--- src/rtl/xw_pkg.sv ---
package xw_pkg;
    localparam int AW     = 32;
    localparam int DW     = 32;
    localparam int DOM_W  = 4;
    localparam int TEX_W  = 3;
    localparam int AP_W   = 2;
    localparam int SUBPG  = 4;
    localparam int CB_W   = AW - 10;
    localparam int TB_W   = AW - 14;

    typedef enum logic [2:0] {
        S_IDLE, S_L1_REQ, S_L1_WAIT, S_L2_REQ, S_L2_WAIT, S_DONE
    } walk_st_e;

    typedef enum logic [1:0] {
        SZ_SMALL = 2'd0, SZ_LARGE = 2'd1, SZ_SECT = 2'd2, SZ_SUPER = 2'd3
    } map_sz_e;

    typedef struct packed {
        logic              fault;
        logic [AW-1:0]     pa;
        logic [AP_W-1:0]   ap;
        logic [DOM_W-1:0]  dom;
        logic [TEX_W-1:0]  tex;
        logic              c;
        logic              b;
        map_sz_e           sz;
        logic              shared;
    } xlat_res_t;

    typedef struct packed {
        walk_st_e          st;
        logic [AW-1:0]     va;
        logic              ns;
        logic [TB_W-1:0]   tbase;
        logic [CB_W-1:0]   cbase;
        logic [DOM_W-1:0]  cdom;
        xlat_res_t         res;
    } walk_reg_t;

    // Strongly-ordered and shared-device encodings are the only shareable ones here.
    function automatic logic shared_of(input logic [TEX_W-1:0] tex, input logic c);
        return (tex == '0) && !c;
    endfunction
endpackage

--- src/rtl/xw_l1_dec.sv ---
module xw_l1_dec
    import xw_pkg::*;
(
    input  logic [DW-1:0]    desc,
    input  logic [AW-1:0]    va,
    output logic             is_table,
    output xlat_res_t        res,
    output logic [CB_W-1:0]  cbase,
    output logic [DOM_W-1:0] cdom
);
    always_comb begin
        res       = '0;
        res.fault = 1'b1;
        is_table  = 1'b0;
        cbase     = desc[AW-1:10];
        cdom      = desc[8:5];
        case (desc[1:0])
            2'b01: begin
                is_table  = 1'b1;
                res.fault = 1'b0;
            end
            2'b10: begin
                res.fault  = 1'b0;
                res.ap     = desc[11:10];
                res.tex    = desc[14:12];
                res.c      = desc[3];
                res.b      = desc[2];
                res.shared = shared_of(desc[14:12], desc[3]);
                if (desc[18]) begin
                    res.pa = {desc[31:24], va[23:0]};
                    res.sz = SZ_SUPER;
                end else begin
                    res.pa  = {desc[31:20], va[19:0]};
                    res.dom = desc[8:5];
                    res.sz  = SZ_SECT;
                end
            end
            default: ;
        endcase
    end
endmodule

--- src/rtl/xw_l2_dec.sv ---
module xw_l2_dec
    import xw_pkg::*;
(
    input  logic [DW-1:0]    desc,
    input  logic [AW-1:0]    va,
    input  logic [DOM_W-1:0] dom_in,
    output xlat_res_t        res
);
    localparam int SEL_W = $clog2(SUBPG);

    logic [AP_W-1:0]  ap_fld [SUBPG];
    logic [SEL_W-1:0] sel;

    for (genvar i = 0; i < SUBPG; i++) begin : g_ap
        assign ap_fld[i] = desc[4 + AP_W*i +: AP_W];
    end

    assign sel = desc[1] ? va[11:10] : va[15:14];

    always_comb begin
        res       = '0;
        res.fault = 1'b1;
        if (desc[1:0] != 2'b00) begin
            res.fault = 1'b0;
            res.dom   = dom_in;
            res.ap    = ap_fld[sel];
            res.c     = desc[3];
            res.b     = desc[2];
            if (desc[1]) begin
                res.pa  = {desc[31:12], va[11:0]};
                res.sz  = SZ_SMALL;
                res.tex = '0;
            end else begin
                res.pa  = {desc[31:16], va[15:0]};
                res.sz  = SZ_LARGE;
                res.tex = desc[14:12];
            end
            res.shared = shared_of(res.tex, desc[3]);
        end
    end
endmodule

--- src/rtl/xw_walker.sv ---
module xw_walker
    import xw_pkg::*;
(
    input  logic          clk,
    input  logic          rst_n,
    input  logic          req_valid,
    output logic          req_ready,
    input  logic [31:0]   req_va,
    input  logic          req_ns,
    input  logic [31:0]   ttb_base,
    output logic          mem_req,
    input  logic          mem_gnt,
    output logic [31:0]   mem_addr,
    output logic          mem_ns,
    input  logic          mem_rvalid,
    input  logic [31:0]   mem_rdata,
    output logic          rsp_valid,
    output logic          rsp_fault,
    output logic [31:0]   rsp_pa,
    output logic [1:0]    rsp_ap,
    output logic [3:0]    rsp_domain,
    output logic [2:0]    rsp_tex,
    output logic          rsp_c,
    output logic          rsp_b,
    output logic [1:0]    rsp_size,
    output logic          rsp_shared,
    output logic          rsp_xn
);
    walk_reg_t q, d;

    logic             l1_table;
    xlat_res_t        l1_res, l2_res;
    logic [CB_W-1:0]  l1_cbase;
    logic [DOM_W-1:0] l1_cdom;
    logic [AW-1:0]    l1_addr, l2_addr;

    xw_l1_dec u_l1 (
        .desc(mem_rdata), .va(q.va), .is_table(l1_table),
        .res(l1_res), .cbase(l1_cbase), .cdom(l1_cdom)
    );

    xw_l2_dec u_l2 (
        .desc(mem_rdata), .va(q.va), .dom_in(q.cdom), .res(l2_res)
    );

    assign l1_addr = {q.tbase, q.va[31:20], 2'b00};
    assign l2_addr = {q.cbase, q.va[19:12], 2'b00};

    always_comb begin
        d        = q;
        mem_req  = 1'b0;
        mem_addr = (q.st == S_L2_REQ) ? l2_addr : l1_addr;
        case (q.st)
            S_IDLE: begin
                if (req_valid) begin
                    d.va    = req_va;
                    d.ns    = req_ns;
                    d.tbase = ttb_base[AW-1:14];
                    d.st    = S_L1_REQ;
                end
            end
            S_L1_REQ: begin
                mem_req = 1'b1;
                if (mem_gnt) d.st = S_L1_WAIT;
            end
            S_L1_WAIT: begin
                if (mem_rvalid) begin
                    if (l1_table) begin
                        d.cbase = l1_cbase;
                        d.cdom  = l1_cdom;
                        d.st    = S_L2_REQ;
                    end else begin
                        d.res = l1_res;
                        d.st  = S_DONE;
                    end
                end
            end
            S_L2_REQ: begin
                mem_req = 1'b1;
                if (mem_gnt) d.st = S_L2_WAIT;
            end
            S_L2_WAIT: begin
                if (mem_rvalid) begin
                    d.res = l2_res;
                    d.st  = S_DONE;
                end
            end
            S_DONE:  d.st = S_IDLE;
            default: d.st = S_IDLE;
        endcase
    end

    always_ff @(posedge clk) begin
        if (!rst_n) begin
            q    <= '0;
            q.st <= S_IDLE;
        end else begin
            q <= d;
        end
    end

    assign req_ready  = (q.st == S_IDLE);
    assign mem_ns     = q.ns;
    assign rsp_valid  = (q.st == S_DONE);
    assign rsp_fault  = q.res.fault;
    assign rsp_pa     = q.res.pa;
    assign rsp_ap     = q.res.ap;
    assign rsp_domain = q.res.dom;
    assign rsp_tex    = q.res.tex;
    assign rsp_c      = q.res.c;
    assign rsp_b      = q.res.b;
    assign rsp_size   = q.res.sz;
    assign rsp_shared = q.res.shared;
    assign rsp_xn     = 1'b0;
endmodule

--- config.mk ---
export PLATFORM = sky130hd
export DESIGN_NAME = xw_walker
export DESIGN_NICKNAME = d
export VERILOG_FILES = /design/src/rtl/xw_pkg.sv /design/src/rtl/xw_l1_dec.sv /design/src/rtl/xw_l2_dec.sv /design/src/rtl/xw_walker.sv
export SDC_FILE = /design/constraint.sdc
export NUM_CORES = 1
export LEC_CHECK = 0
export CAP_MARGIN = 20
export CORE_ASPECT_RATIO = 1.25
export CORE_MARGIN = 2
export CORE_UTILIZATION = 50
export DETAILED_ROUTE_END_ITERATION = 10
export PLACE_DENSITY = 0.94
export RECOVER_POWER = 100
export SLEW_MARGIN = 20
export SYNTH_ARGS = -nofsm -noshare
export SYNTH_HDL_FRONTEND = slang
export SYNTH_SLANG_ARGS = --single-unit
--- constraint.sdc ---
create_clock -name clk -period 3.1 [get_ports clk]
set_input_delay 0.465 -clock clk [delete_from_list [all_inputs] [get_ports clk]]
set_output_delay 0.465 -clock clk [all_outputs]
set_load 0.02 [all_outputs]
==> results_dict.tcl, run 1 <==
set metrics [dict create \
    status "finished, final reports clean" \
    drtIter0Drc 245 \
    layout_setup_ws_ns 0.116 \
    cp_slowest_cell "clkdlybuf4s50_1" \
    path_delay_family "buffers and inverters" \
    wl_per_cell_um 17.7 \
    p_comb_share_pct 12.6 \
    area_growth_pct 34.8 \
    grt_max_degree 59 \
    hold_viol_final 0 \
    clk_pin_slew_ns 0.05 \
    ys_types 46 \
    postRouteWirelength_um 15600 \
    fp.coreArea_um2 11100 \
    maxSlewViolCount 0 \
    p_seq_share_pct 42.5 \
    hold_buffers 0 \
    ff2ff_setup_slack_ns 0.44 \
    cp_max_fo 18 \
    r2r-start "q[126]$_SDFFE_PN0P_" \
    layout_commonest_cell "nand2_1" \
    synth.yosys.seq_area_share_pct 44.9 \
    antenna_found_initial 0 \
    p_leak_nw 3.02 \
    synth.avg_cell_area_um2 9.10 \
    initial_core_util_pct 51.0 \
    fin_setup_tns_ns 0 \
    netSwitchingPower_uw 962 \
    powerDensity_nw_per_um2 535 \
    maxCapViolCount 0 \
    dr_total_vias 4866 \
    die_w_um 99.1 \
    die_h_um 123 \
    slew_headroom_pct 16.6 \
    critical_path_required_ns 2.63 \
    numCtsBuffers 17 \
    die_area_um2 12200 \
    tritoncts "built" \
    routed_via_density 5.50 \
    clkLatencyLatePin_ns 0.41 \
    crit_chain "nor2b_2 -> nand2_1 -> clkbuf_4 -> mux2_1 -> clkdlybuf4s50_1" \
    final_area_um2 7630 \
    cts_sinks 127 \
    timing.hold.ws_ns 0.421 \
    synthCells 622 \
    critPathBufInv 2 \
    worst_ep_arrival_time_ns 2.52 \
    stdcell_count 885 \
    post_dp_cell_area_um2 7110 \
    async_flop_share_pct 0 \
    mostFrequentLayoutCells "nand2_1 (160), dfxtp_1 (126), clkdlybuf4s50_1 (115), a21boi_0 (86), dlygate4sd3_1 (52)" \
    setup_viol 0 \
    grt_pass1_wl_um 24500 \
    ant_nets 0 \
    drive_above_1_share_pct 10.3 \
    synth_area_um2 5660 \
    ys_warn_count 0 \
    synth_enable_flop_cells 0 \
    min_path_cells 2 \
    final_nets 844 \
    root_buffer "clkbuf_16" \
    overflow 0 \
    reg2regPathDepth 5 \
    worst-setup-path-type "flop to output port" \
    hold_start "rst_n" \
    ctsHtreeMaxLevel 4 \
    post-dp-hpwl_um 11100 \
    grt_use_total_pct 25.6 \
    reg2reg_to "l1_addr[28]$_SDFFE_PN0P_" \
    skew_ns 0.0109 \
    synth_flop_cell "dfxtp_1" \
    ir_worst_vdd_v 0.000327 \
    port_buffers 168 \
    endpoint_kind "output port" \
    top_level_ports 186 \
    min_path_type "primary input to flop" \
    fin_crit_ns 2.98 \
    start_kind "flop" \
    tightestPinTransition_ns 1.25 \
    cts_buffer_depth 2 \
    hold_path_end "q[124]$_SDFFE_PN0P_" \
    cpPeakStageDelay_ns 0.56 \
    pre_cts_slack_ns 0.340 \
    switching_share_pct 23.6 \
    finalCritPeriodShare_pct 96.3 \
    grt_pass1_vias 4945 \
    first_pass_iters 4 \
    rows 43 \
    remaining_drc_errors 0 \
    gp_congestion 0.914 \
    dp.cells 855 \
    rsz0062_at_grt "no" \
    p_int_mw 3.12 \
    fmax_mhz 335 \
    power.clock.fraction_pct 44.9 \
    ys_ff_latch 127 \
]
## power groups by stage
stage | clock (mW) | sequential [mW] | combinational (mW)
after global placement | 0 | 1.76 | 0.504
after CTS | 1.86 | 1.73 | 0.522
after global routing | 1.93 | 1.74 | 0.550
after floorplan | 0 | 1.75 | 0.276
after detailed placement | 0 | 1.77 | 0.517
final | 1.83 | 1.73 | 0.512
## how the worst max path moves through the flow
stage | from | end | slack (ns) | cells after the start
after global routing | q[126]$_SDFFE_PN0P_ | mem_addr[29] | 0.04 | 5
after floorplan | mem_rdata[1] | rsp_domain[0]$_SDFFE_PN0P_ | 0.97 | 8
final | q[125]$_SDFFE_PN0P_ | mem_addr[18] | 0.12 | 5
after global placement | mem_rdata[1] | rsp_pa[8]$_SDFFE_PN0P_ | 0.38 | 9
after CTS | q[125]$_SDFFE_PN0P_ | mem_addr[18] | 0.02 | 5
after detailed placement | mem_rdata[1] | rsp_pa[8]$_SDFFE_PN0P_ | 0.34 | 9
## cells by family (layout without fill, tap and decap cells)
kind of cell | count (synthesis) | count (layout) | synth area share [%]
mux | 35 | 35 | 7.30
other cells | 1 | 4 | 0.0663
flops | 127 | 127 | 44.9
fa+ha+maj | 3 | 3 | 0.663
simple gates | 214 | 214 | 16.6
buf+inv | 94 | 219 | 9.97
compound gates | 148 | 148 | 20.5
## routing by layer
layer	vias to the layer above	global-route usage, %	part of all wire (%)
met5	-	0	0
met4	0	13.3	2.9
met3	36	6.67	6.0
met2	184	45.0	51
met1	2324	28.6	40
li1	2322	-	-
## area by class of cell
type                       instances  area (µm²)
fill                             873        3450
multi-input combinational        403        2570
sequential                       127        2540
timing repair buffer             187        1790
clock buffer                      23         488
tap                              135         169
clock inverter                     6        60.1
inverter                           3        11.3
antenna                            1        2.50
## sequential cells by signal (all words and copies together) (netlist names)
name	count
l1_addr	30
l2_addr	30
mem_ns	1
q	19
rsp_ap	2
rsp_b	1
rsp_c	1
rsp_domain	4
rsp_fault	1
rsp_pa	32
rsp_shared	1
rsp_size	2
rsp_tex	3
## cells in the mapped netlist, types with 7 or more instances
cell type  number  area [µm²]
nand3_1        11        55.1
nor2b_1        10        62.6
a21boi_0       86         646
buf_2          16        80.1
nand2_1       160         601
mux2_2         30         338
o21ai_0         8        40.0
nor2_1          7        26.3
buf_4          47         353
clkbuf_1       26        97.6
dfxtp_1       127        2540
a22o_1         22         193
## metrics by stage
stage	utilization (%)	total power, mW
floorplan	-	2.03
detailed placement	64.2	2.28
CTS	69.1	4.11
global placement	64.2	2.27
finish	68.8	4.08
global route	68.8	4.22
## timing repair
action	in CTS	in global routing
resized for setup	0	2
hold endpoints to repair	0	0
setup buffers	0	0
setup endpoints to repair	0	30
(Power assumes the default switching activity.)
==> inputs of run 2 (changes only) <==
Settings changed: CORE_UTILIZATION 50 to 51, CTS_BUF_LIST set to sky130_fd_sc_hd__clkbuf_8, PLACE_DENSITY 0.94 to 0.95, SLEW_MARGIN 20 to 5.
==> run 2 against run 1 <==
- via count is the same
- global-route usage is 0.22 points higher
- register-to-register slack is essentially flat
- highest routed layer unchanged
- critical path type unchanged
- worst hold slack gained 0.038 ns
- combinational power decreased by 1%
- sequential share of layout area up 0.33 points
- clock-buffer cell count decreased by 6
- critical path depth unchanged
- sequential power about the same
- non-clock buffer count decreased by 3
==> results_dict.tcl, run 2 (synthesis gave the netlist of run 1 again) <==
set metrics [dict create \
    fp.coreArea_um2 11000 \
    final_nets 841 \
    layout_commonest_cell "nand2_1" \
    start_kind "flop" \
    cts_sinks 127 \
    cp_max_fo 19 \
    die_w_um 98.2 \
    root_buffer "clkbuf_8" \
    grt_pass1_vias 4989 \
    timing.hold.ws_ns 0.460 \
    ant_nets 0 \
    largest_reg_flops 32 \
    drive_above_1_share_pct 11.1 \
    powerDensity_nw_per_um2 527 \
    grt_pass1_wl_um 24400 \
    ir_worst_vdd_v 0.000330 \
    numCtsBuffers 17 \
    setup_viol 0 \
    routed_via_density 5.50 \
    worst-setup-path-type "flop to output port" \
    skew_ns 0.00890 \
    cts_buffer_depth 2 \
    initial_core_util_pct 51.6 \
    hold_buffers 0 \
    path_delay_family "buffers and inverters" \
    mostFrequentLayoutCells "nand2_1 (159), dfxtp_1 (127), clkdlybuf4s50_1 (103), a21boi_0 (86), dlygate4sd3_1 (64)" \
    post-dp-hpwl_um 11400 \
    grt_use_total_pct 25.9 \
    fin_crit_ns 2.95 \
    cpPeakStageDelay_ns 0.56 \
    fin_setup_tns_ns 0 \
    tritoncts "built" \
    finalCritPeriodShare_pct 95.3 \
    critPathBufInv 2 \
    remaining_drc_errors 0 \
    postRouteWirelength_um 15500 \
    hold_viol_final 0 \
    rsz0062_at_grt "no" \
    drtIter0Drc 173 \
    rows 43 \
    status "finished, final reports clean" \
    worst_ep_arrival_time_ns 2.49 \
    maxSlewViolCount 0 \
    grt_max_degree 71 \
    top_level_ports 186 \
    cp_slowest_cell "dfxtp_1" \
    wl_per_cell_um 17.6 \
    cts_resized 0 \
    maxCapViolCount 0 \
    first_pass_iters 5 \
    port_buffers 168 \
    tightestPinTransition_ns 1.17 \
    p_leak_nw 3.02 \
    dr_total_vias 4866 \
    slew_headroom_pct 21.7 \
    min_path_type "flop to flop" \
    endpoint_kind "output port" \
    fmax_mhz 339 \
    ctsHtreeMaxLevel 4 \
    area_growth_pct 33.5 \
    postCtsSetupBuffers 0 \
    gp_congestion 0.885 \
    clk_pin_slew_ns 0.08 \
    crit_chain "nor2b_2 -> nand2_1 -> buf_4 -> mux2_2 -> clkdlybuf4s50_1" \
    antenna_found_initial 0 \
    antenna_cells 0 \
    die_area_um2 12000 \
    critical_path_required_ns 2.63 \
    clkLatencyLatePin_ns 0.44 \
    overflow 0 \
    die_h_um 122 \
]
[run 2: cell types whose count changed in the layout (fill, tap and decap cells not counted), moves of 3 or more]
cell	before	now
bufinv_16	1	6
clkbuf_1	9	4
clkdlybuf4s50_1	115	103
clkinv_4	0	3
clkbuf_8	4	17
clkbuf_16	17	0
inv_6	0	4
dlygate4sd3_1	52	64
[run 2: worst min-delay path: stages, from the launching register on]
cell and delay (ns):
dfxtp_1 0.31, nand2_1 0.04, a21boi_0 0.06
[run 2: layer usage]
| layer | up-vias | track usage, % | routed length, µm |
|---|---|---|---|
| met5 | - | 0 | 0 |
| met4 | 0 | 11.8 | 524 |
| met3 | 44 | 7.80 | 1060 |
| met2 | 180 | 46.9 | 7990 |
| met1 | 2320 | 27.6 | 5940 |
| li1 | 2322 | - | - |
[run 2: worst paths after layout]
check        cells past startpoint                start  slack, ns                  endpoint
max                              5  q[126]$_SDFFE_PN0P_       0.15              mem_addr[22]
min                              2  mem_ns$_SDFFE_PN0P_       0.46       mem_ns$_SDFFE_PN0P_
max reg2reg                      5  q[126]$_SDFFE_PN0P_       0.43  l1_addr[30]$_SDFFE_PN0P_
min reg2reg                      2  mem_ns$_SDFFE_PN0P_       0.46       mem_ns$_SDFFE_PN0P_
[run 2: area by class of cell]
cell class                 count  area, µm²
inverter                       3       11.3
timing repair buffer         184       1780
clock inverter                15        254
tap                          135        169
sequential                   127       2540
multi-input combinational    403       2560
clock buffer                  17        234
fill                         840       3420
[run 2: per-stage QoR]
step | utilization, % | total power [mW] | instances | worst slack, ns | area, µm²
after floorplan | - | 2.03 | 624 | 0.971 | 5670
after global placement | 64.5 | 2.26 | 852 | 0.389 | 7080
after detailed placement | 64.5 | 2.28 | 852 | 0.333 | 7080
after CTS | 69.0 | 4.01 | 884 | 0.118 | 7570
after global routing | 68.8 | 4.12 | 884 | 0.0522 | 7550
final | 68.8 | 3.98 | 884 | 0.146 | 7550
[run 2: power by group]
group / total, mW / internal, mW / switching (mW)
registers: 1.73 / 1.69 / 0.0396
clock network: 1.75 / 1.05 / 0.696
logic: 0.507 / 0.252 / 0.255
total: 3.98 / 2.99 / 0.990
